## config.mk

```make
export PLATFORM = sky130hd
export DESIGN_NAME = ide_io_decoder
export DESIGN_NICKNAME = d
export VERILOG_FILES = /design/src/rtl/ide_dec_pkg.sv /design/src/rtl/ide_win_match.sv /design/src/rtl/ide_first_hit.sv /design/src/rtl/ide_sel_track.sv /design/src/rtl/ide_io_decoder.sv
export SDC_FILE = /design/constraint.sdc
export NUM_CORES = 1
export LEC_CHECK = 0
export BUFFER_PORTS_ARGS = -buffer_cell sky130_fd_sc_hd__clkbuf_2
export CORE_MARGIN = 5
export CORE_UTILIZATION = 49
export CTS_BUF_LIST = sky130_fd_sc_hd__clkbuf_8 sky130_fd_sc_hd__clkbuf_16
export DETAILED_ROUTE_END_ITERATION = 8
export PLACE_DENSITY = 0.8
export SETUP_SLACK_MARGIN = 0.2
export SLEW_MARGIN = 20
export SYNTH_ARGS = -nofsm -noshare
export SYNTH_HDL_FRONTEND = slang
export SYNTH_SLANG_ARGS = --single-unit
```

## constraint.sdc

```tcl
create_clock -name clk -period 6.5 [get_ports clk]
set_input_delay 0.65 -clock clk [delete_from_list [all_inputs] [get_ports clk]]
set_output_delay 0.65 -clock clk [all_outputs]
set_load 0.01 [all_outputs]
```

## src/rtl/ide_dec_pkg.sv

```systemverilog
package ide_dec_pkg;

  localparam int NRGN = 5;
  localparam int RIW  = 3;

  typedef enum logic [RIW-1:0] {
    RG_PCMD = 3'd0,
    RG_PCTL = 3'd1,
    RG_SCMD = 3'd2,
    RG_SCTL = 3'd3,
    RG_DMA  = 3'd4
  } rgn_e;

  function automatic logic size_legal(input logic [2:0] sz);
    return (sz == 3'd1) || (sz == 3'd2) || (sz == 3'd4);
  endfunction

  function automatic logic rgn_is_dev(input logic [RIW-1:0] r);
    return r < RIW'(RG_DMA);
  endfunction

  function automatic logic rgn_is_cmd(input logic [RIW-1:0] r);
    return (r == RIW'(RG_PCMD)) || (r == RIW'(RG_SCMD));
  endfunction

  function automatic logic rgn_chan(input logic [RIW-1:0] r);
    return (r == RIW'(RG_SCMD)) || (r == RIW'(RG_SCTL));
  endfunction

endpackage

```

## src/rtl/ide_win_match.sv

```systemverilog
module ide_win_match #(
  parameter int AW = 16
) (
  input  logic [AW-1:0] addr,
  input  logic [AW-1:0] base,
  input  logic [AW-1:0] len,
  output logic          hit,
  output logic [AW-1:0] rel
);
  logic [AW:0] upper;

  always_comb begin
    upper = {1'b0, base} + {1'b0, len};
    hit   = (addr >= base) && ({1'b0, addr} < upper);
    rel   = addr - base;
  end
endmodule

```

## src/rtl/ide_first_hit.sv

```systemverilog
module ide_first_hit #(
  parameter int N  = 5,
  parameter int IW = 3
) (
  input  logic          clk,
  input  logic          rst_n,
  input  logic [N-1:0]  hits,
  output logic [N-1:0]  grant,
  output logic [IW-1:0] idx,
  output logic          any
);
  always_comb begin
    grant = '0;
    idx   = '0;
    for (int i = N - 1; i >= 0; i--) begin
      if (hits[i]) begin
        grant = '0;
        grant[i] = 1'b1;
        idx = IW'(i);
      end
    end
    any = |hits;
  end

  assert_grant_onehot_R4: assert property (@(posedge clk) disable iff (!rst_n)
    $onehot0(grant) && ((grant & ~hits) == '0));

  assert_grant_any_R4: assert property (@(posedge clk) disable iff (!rst_n)
    any |-> (grant != '0));
endmodule

```

## src/rtl/ide_sel_track.sv

```systemverilog
module ide_sel_track (
  input  logic clk,
  input  logic rst_n,
  input  logic upd,
  input  logic upd_val,
  output logic sel_q,
  output logic sel_nx
);
  assign sel_nx = upd ? upd_val : sel_q;

  always_ff @(posedge clk) begin
    if (!rst_n) sel_q <= 1'b0;
    else        sel_q <= sel_nx;
  end

  assert_sel_load_R9: assert property (@(posedge clk) disable iff (!rst_n)
    upd |=> (sel_q == $past(upd_val)));

  assert_sel_hold_R9: assert property (@(posedge clk) disable iff (!rst_n)
    !upd |=> $stable(sel_q));
endmodule

```

## src/rtl/ide_io_decoder.sv

```systemverilog
module ide_io_decoder
  import ide_dec_pkg::*;
#(
  parameter int AW            = 16,
  parameter int OW            = 8,
  parameter int DW            = 32,
  parameter int PRI_CMD_SHIFT = 0,
  parameter int PRI_CTRL_ADD  = 0,
  parameter int BM_CHAN_BYTES = 8,
  parameter int SEL_OFFSET    = 6,
  parameter int SEL_BIT       = 4
) (
  input  logic                     clk,
  input  logic                     rst_n,
  input  logic                     io_en,
  input  logic                     bm_en,
  input  logic [3:0]               dev_present,
  input  logic [NRGN-1:0][AW-1:0]  rgn_base,
  input  logic [NRGN-1:0][AW-1:0]  rgn_len,
  input  logic                     req_valid,
  input  logic                     req_write,
  input  logic [2:0]               req_size,
  input  logic [AW-1:0]            req_addr,
  input  logic [DW-1:0]            req_wdata,
  input  logic [DW-1:0]            tgt_rdata,
  output logic                     done,
  output logic                     err_size,
  output logic                     err_map,
  output logic                     fwd_valid,
  output logic [RIW-1:0]           fwd_region,
  output logic                     fwd_chan,
  output logic                     fwd_slave,
  output logic                     fwd_write,
  output logic [2:0]               fwd_size,
  output logic [OW-1:0]            fwd_offset,
  output logic [DW-1:0]            fwd_wdata,
  output logic [DW-1:0]            rd_data
);
  localparam logic [AW-1:0] CHB   = AW'(BM_CHAN_BYTES);
  localparam logic [AW-1:0] CADD  = AW'(PRI_CTRL_ADD);
  localparam logic [OW-1:0] SELO  = OW'(SEL_OFFSET);

  // window match, one per region
  logic [NRGN-1:0]         hits;
  logic [NRGN-1:0][AW-1:0] rel;

  for (genvar g = 0; g < NRGN; g++) begin : g_win
    ide_win_match #(.AW(AW)) u_win (
      .addr (req_addr),
      .base (rgn_base[g]),
      .len  (rgn_len[g]),
      .hit  (hits[g]),
      .rel  (rel[g])
    );
  end

  logic [NRGN-1:0] grant;
  logic [RIW-1:0]  idx;
  logic            any_hit;

  ide_first_hit #(.N(NRGN), .IW(RIW)) u_pick (
    .clk   (clk),
    .rst_n (rst_n),
    .hits  (hits),
    .grant (grant),
    .idx   (idx),
    .any   (any_hit)
  );

  // local offset per region
  logic [NRGN-1:0][AW-1:0] off_w;
  logic                    dma_hi;

  always_comb begin
    dma_hi        = rel[RG_DMA] >= CHB;
    off_w[RG_PCMD] = rel[RG_PCMD] >> PRI_CMD_SHIFT;
    off_w[RG_PCTL] = rel[RG_PCTL] + CADD;
    off_w[RG_SCMD] = rel[RG_SCMD];
    off_w[RG_SCTL] = rel[RG_SCTL];
    off_w[RG_DMA]  = dma_hi ? (rel[RG_DMA] - CHB) : rel[RG_DMA];
  end

  // named internal events
  logic          size_ok;
  logic          acc_live;
  logic          is_dev;
  logic          is_cmd;
  logic          chan_c;
  logic [AW-1:0] off_full;
  logic [OW-1:0] off_c;
  logic          sel_wr;
  logic [1:0]    sel_upd;
  logic [1:0]    sel_q;
  logic [1:0]    sel_nx;
  logic          slave_c;
  logic          dev_absent;
  logic          dma_wr_drop;
  logic          fwd_c;

  always_comb begin
    size_ok     = size_legal(req_size);
    acc_live    = req_valid && size_ok && io_en;
    is_dev      = rgn_is_dev(idx);
    is_cmd      = rgn_is_cmd(idx);
    chan_c      = is_dev ? rgn_chan(idx) : dma_hi;
    off_full    = off_w[idx];
    off_c       = off_full[OW-1:0];
    sel_wr      = acc_live && any_hit && req_write && is_cmd && (off_c == SELO);
    sel_upd[0]  = sel_wr && !chan_c;
    sel_upd[1]  = sel_wr && chan_c;
  end

  for (genvar c = 0; c < 2; c++) begin : g_sel
    ide_sel_track u_sel (
      .clk     (clk),
      .rst_n   (rst_n),
      .upd     (sel_upd[c]),
      .upd_val (req_wdata[SEL_BIT]),
      .sel_q   (sel_q[c]),
      .sel_nx  (sel_nx[c])
    );
  end

  always_comb begin
    slave_c     = is_dev ? sel_nx[chan_c] : 1'b0;
    dev_absent  = is_dev && !dev_present[{chan_c, slave_c}];
    dma_wr_drop = !is_dev && req_write && !bm_en;
    fwd_c       = acc_live && any_hit && !dev_absent && !dma_wr_drop;
  end

  // result stage
  always_ff @(posedge clk) begin
    if (!rst_n) begin
      done       <= 1'b0;
      err_size   <= 1'b0;
      err_map    <= 1'b0;
      fwd_valid  <= 1'b0;
      fwd_region <= '0;
      fwd_chan   <= 1'b0;
      fwd_slave  <= 1'b0;
      fwd_write  <= 1'b0;
      fwd_size   <= '0;
      fwd_offset <= '0;
      fwd_wdata  <= '0;
    end else begin
      done      <= req_valid;
      err_size  <= req_valid && !size_ok;
      err_map   <= acc_live && !any_hit;
      fwd_valid <= fwd_c;
      if (fwd_c) begin
        fwd_region <= idx;
        fwd_chan   <= chan_c;
        fwd_slave  <= slave_c;
        fwd_write  <= req_write;
        fwd_size   <= req_size;
        fwd_offset <= off_c;
        fwd_wdata  <= req_wdata;
      end
    end
  end

  assign rd_data = (fwd_valid && !fwd_write) ? tgt_rdata : '0;

  assert_done_follows_R1: assert property (@(posedge clk) disable iff (!rst_n)
    req_valid |=> done);

  assert_idle_quiet_R1: assert property (@(posedge clk) disable iff (!rst_n)
    !req_valid |=> !done && !fwd_valid && !err_size && !err_map);

  assert_bad_size_R2: assert property (@(posedge clk) disable iff (!rst_n)
    (req_valid && !size_ok) |=> err_size && !fwd_valid);

  assert_io_off_R3: assert property (@(posedge clk) disable iff (!rst_n)
    (req_valid && !io_en) |=> !fwd_valid && !err_map);

  assert_unmapped_R4: assert property (@(posedge clk) disable iff (!rst_n)
    (acc_live && (hits == '0)) |=> err_map && !fwd_valid);

  assert_dma_gate_R8: assert property (@(posedge clk) disable iff (!rst_n)
    (acc_live && grant[RG_DMA] && req_write && !bm_en) |=> !fwd_valid);

  assert_absent_R10: assert property (@(posedge clk) disable iff (!rst_n)
    (acc_live && dev_absent) |=> !fwd_valid);

  assert_err_exclusive_R2: assert property (@(posedge clk) disable iff (!rst_n)
    !(err_size && err_map) && !(fwd_valid && (err_size || err_map)));
endmodule

```

==> results.ini <==
[outcome]
status=finished, violations left
violations=negative setup slack

[final_layout]
stdcell_area_um2=15000
stdcell_count=2217
diodes=0
drive_above_1_share=0.320
synthToLayoutAreaGrowth_pct=37.4
final_nets=2435

[timing]
rsz0062_at_grt=true
skew_ns=0.00757
slew_violations=0
max_freq_mhz=140
maxSlewHeadroom=0.497
setup_viol=50
finalWorstSetupSlack_ns=-0.664
period_share=1.10
hold_violations=0
period_needed_ns=7.16
worstMarginPinSlew_ns=0.750

[critical_path]
r2r-start=g_sel[1].u_sel.sel_q$_SDFF_PN0_
end_kind=flop
crit_path_start_kind=primary input
cpLargestDelayFamily=compound AO/OA/AOI/OAI gates
crit_type=in2reg
crit_top_cell=a21oi_2
cp_slowest_stage_delay_ns=0.47
worst-path-max-fanout=40
reg2regPathDepth=9
cp.required_ns=6.66
path_buf_inv=5
r2r_end=fwd_wdata[13]$_SDFFE_PN0P_
crit_arrival_ns=7.32
reg2reg_slack_ns=4.52
critPathSlowestCell=or4_1

[logic_synthesis]
yosysMostFrequentCell=ha_1
synth_cell_type_count=81
postSynthNetCount=1943
async_flop_share=0
avgSynthCellArea_um2=7.54
ys_ff_latch=55
ys_seq_area_frac=0.101
synth_ff_type=dfxtp_1
ys_warn_count=0
synth-edff-count=0
syn_area_um2=10900
synthDominantCellAreaShare=0.271
syn_inst=1444
yosys-top-cells-area=ha_1 27%, dfxtp_1 10%, a21oi_1 7.4%, inv_1 4.3%, xnor2_1 4.0%
synth_top_area_cell=ha_1
synth_common_cells=236 x ha_1, 161 x a21oi_1, 125 x inv_1, 87 x o21ai_0, 86 x nor2_1

[floorplan]
chipHeight_um=159
die_w_um=159
row_count=54
initial_utilization=0.499
io_pins=338
dieArea_um2=25300
coreArea_um2=21800

[worst_hold_path]
min_path_type=reg2reg
hold_end=fwd_offset[0]$_SDFFE_PN0P_
min_from=fwd_offset[0]$_SDFFE_PN0P_
hold_depth=2

[clocking]
cts.sinks=55
clk_path_buf_depth=2
cts_tree=built
clk_latency_ns=0.30
htreeDepth=2
path_clk_slew_ns=0.07
hold_buffers=0
cts_made_buffers=5
root_buffer=clkbuf_16

[power]
power.density_nw_per_um2=148
peakVddDrop_mv=0.128
total_power_mw=2.21
p_leak_nw=7.64

[grt]
grt_overflow=0
antenna_found_initial=1
grt_max_degree=51
grtUsageTotal=0.281
grt_pass1_wl_mm=61.2
grt_pass1_vias=12600

[drt]
post_drt_wl_per_cell_um=17.9
drtPass1Iterations=5
drt-initial-drc-count=972
vias=12900
final_antenna_net_count=0
routed_wirelength_mm=39.6
drc=0
vias_per_cell=5.83

[placed_design]
portBuffers=337
dpl-instance-area_um2=14100
place_inst=2175
place_congestion=0.968
dp_hpwl_mm=30.9

[flow_run]
maxCapViolCount=0

==> routing by layer <==
metal,vias up,wire length (um),share of wire,global-route usage
met5,-,0,0,0
met4,0,1880,0.047,0.115
met1,5888,16500,0.42,0.354
met2,617,18200,0.46,0.481
li1,6287,-,-,-
met3,141,2990,0.076,0.0406
==> cells in the final DEF, fill, tap and decap left out, types with 21 or more instances in the layout <==
cell type and instances:
clkbuf_2 335, ha_1 234, buf_4 164, a21oi_1 137
inv_1 126, nor2_1 85, o21ai_0 72, nand2_1 61
nand3_1 56, dfxtp_1 55, xnor2_1 50, a21o_1 46
o21ai_1 43, xor2_1 41, and2_1 35, o21bai_1 25
a21oi_2 24, nor2b_1 24, nand4_1 21, nor3_1 21
==> timing repair <==
item	in CTS	in global routing
resized for setup	29	62
buffers inserted	17	10
setup endpoints to repair	50	52
pin swaps	16	33
cloned	1	6
==> power breakdown <==
part           switching [mW]  leakage (nW)  internal, mW
Clock                   0.126        0.0783         0.153
Sequential            0.00626         0.445         0.348
Combinational           0.829          7.11         0.745
Total                   0.962          7.64          1.25
==> tightest hold or removal path, cell delays in order, from the launching register on <==
cell     delay (ns)
dfxtp_1        0.31
nand2_1        0.06
o21ai_1        0.05
==> worst max path at each step <==
stage	from	to	slack, ns	cells past startpoint
after global routing	rgn_len[1]	fwd_wdata[18]$_SDFFE_PN0P_	-1.09	36
after detailed placement	rgn_base[33]	fwd_wdata[8]$_SDFFE_PN0P_	-0.82	33
after global placement	rgn_base[1]	fwd_wdata[5]$_SDFFE_PN0P_	-0.46	35
after CTS	rgn_base[1]	fwd_offset[0]$_SDFFE_PN0P_	-0.29	33
after floorplan	rgn_base[1]	fwd_offset[0]$_SDFFE_PN0P_	-0.16	33
final	rgn_len[1]	fwd_wdata[13]$_SDFFE_PN0P_	-0.66	36
==> sequential cells by signal (all words and copies together), names as in the netlist <==
| name | count |
|---|---|
| err_map | 1 |
| fwd_wdata | 32 |
| done | 1 |
| fwd_chan | 1 |
| fwd_size | 3 |
| err_size | 1 |
| fwd_region | 3 |
| fwd_offset | 8 |
| fwd_slave | 1 |
| fwd_valid | 1 |
| g_sel.u_sel.sel_q | 2 |
| fwd_write | 1 |
==> through the flow <==
stage	setup TNS, ns	utilization	hold slack [ns]	worst slack, ns
floorplan	-1.82	-	0.459	-0.161
global placement	-21.15	0.646	0.444	-0.461
detailed placement	-36.44	0.646	0.451	-0.819
CTS	-12.35	0.664	0.462	-0.292
global route	-50.73	0.685	0.479	-1.09
finish	-28.87	0.685	0.461	-0.664
==> cell type report <==
class | count | area, um^2
multi-input combinational | 1225 | 9570
fill | 1786 | 6870
tap | 280 | 350
inverter | 126 | 475
clock buffer | 6 | 139
timing repair buffer | 523 | 3310
clock inverter | 2 | 12.5
sequential | 55 | 1100
==> kinds of logic after synthesis <==
| family | count (synthesis) | share of synthesized area |
|---|---|---|
| compound gates | 486 | 0.279 |
| xor+xnor | 91 | 0.0732 |
| simple gates | 385 | 0.182 |
| flops | 55 | 0.101 |
| mux | 17 | 0.0166 |
| fa+ha+maj | 246 | 0.290 |
| buf+inv | 164 | 0.0579 |
Power figures use the tool's default switching activity.
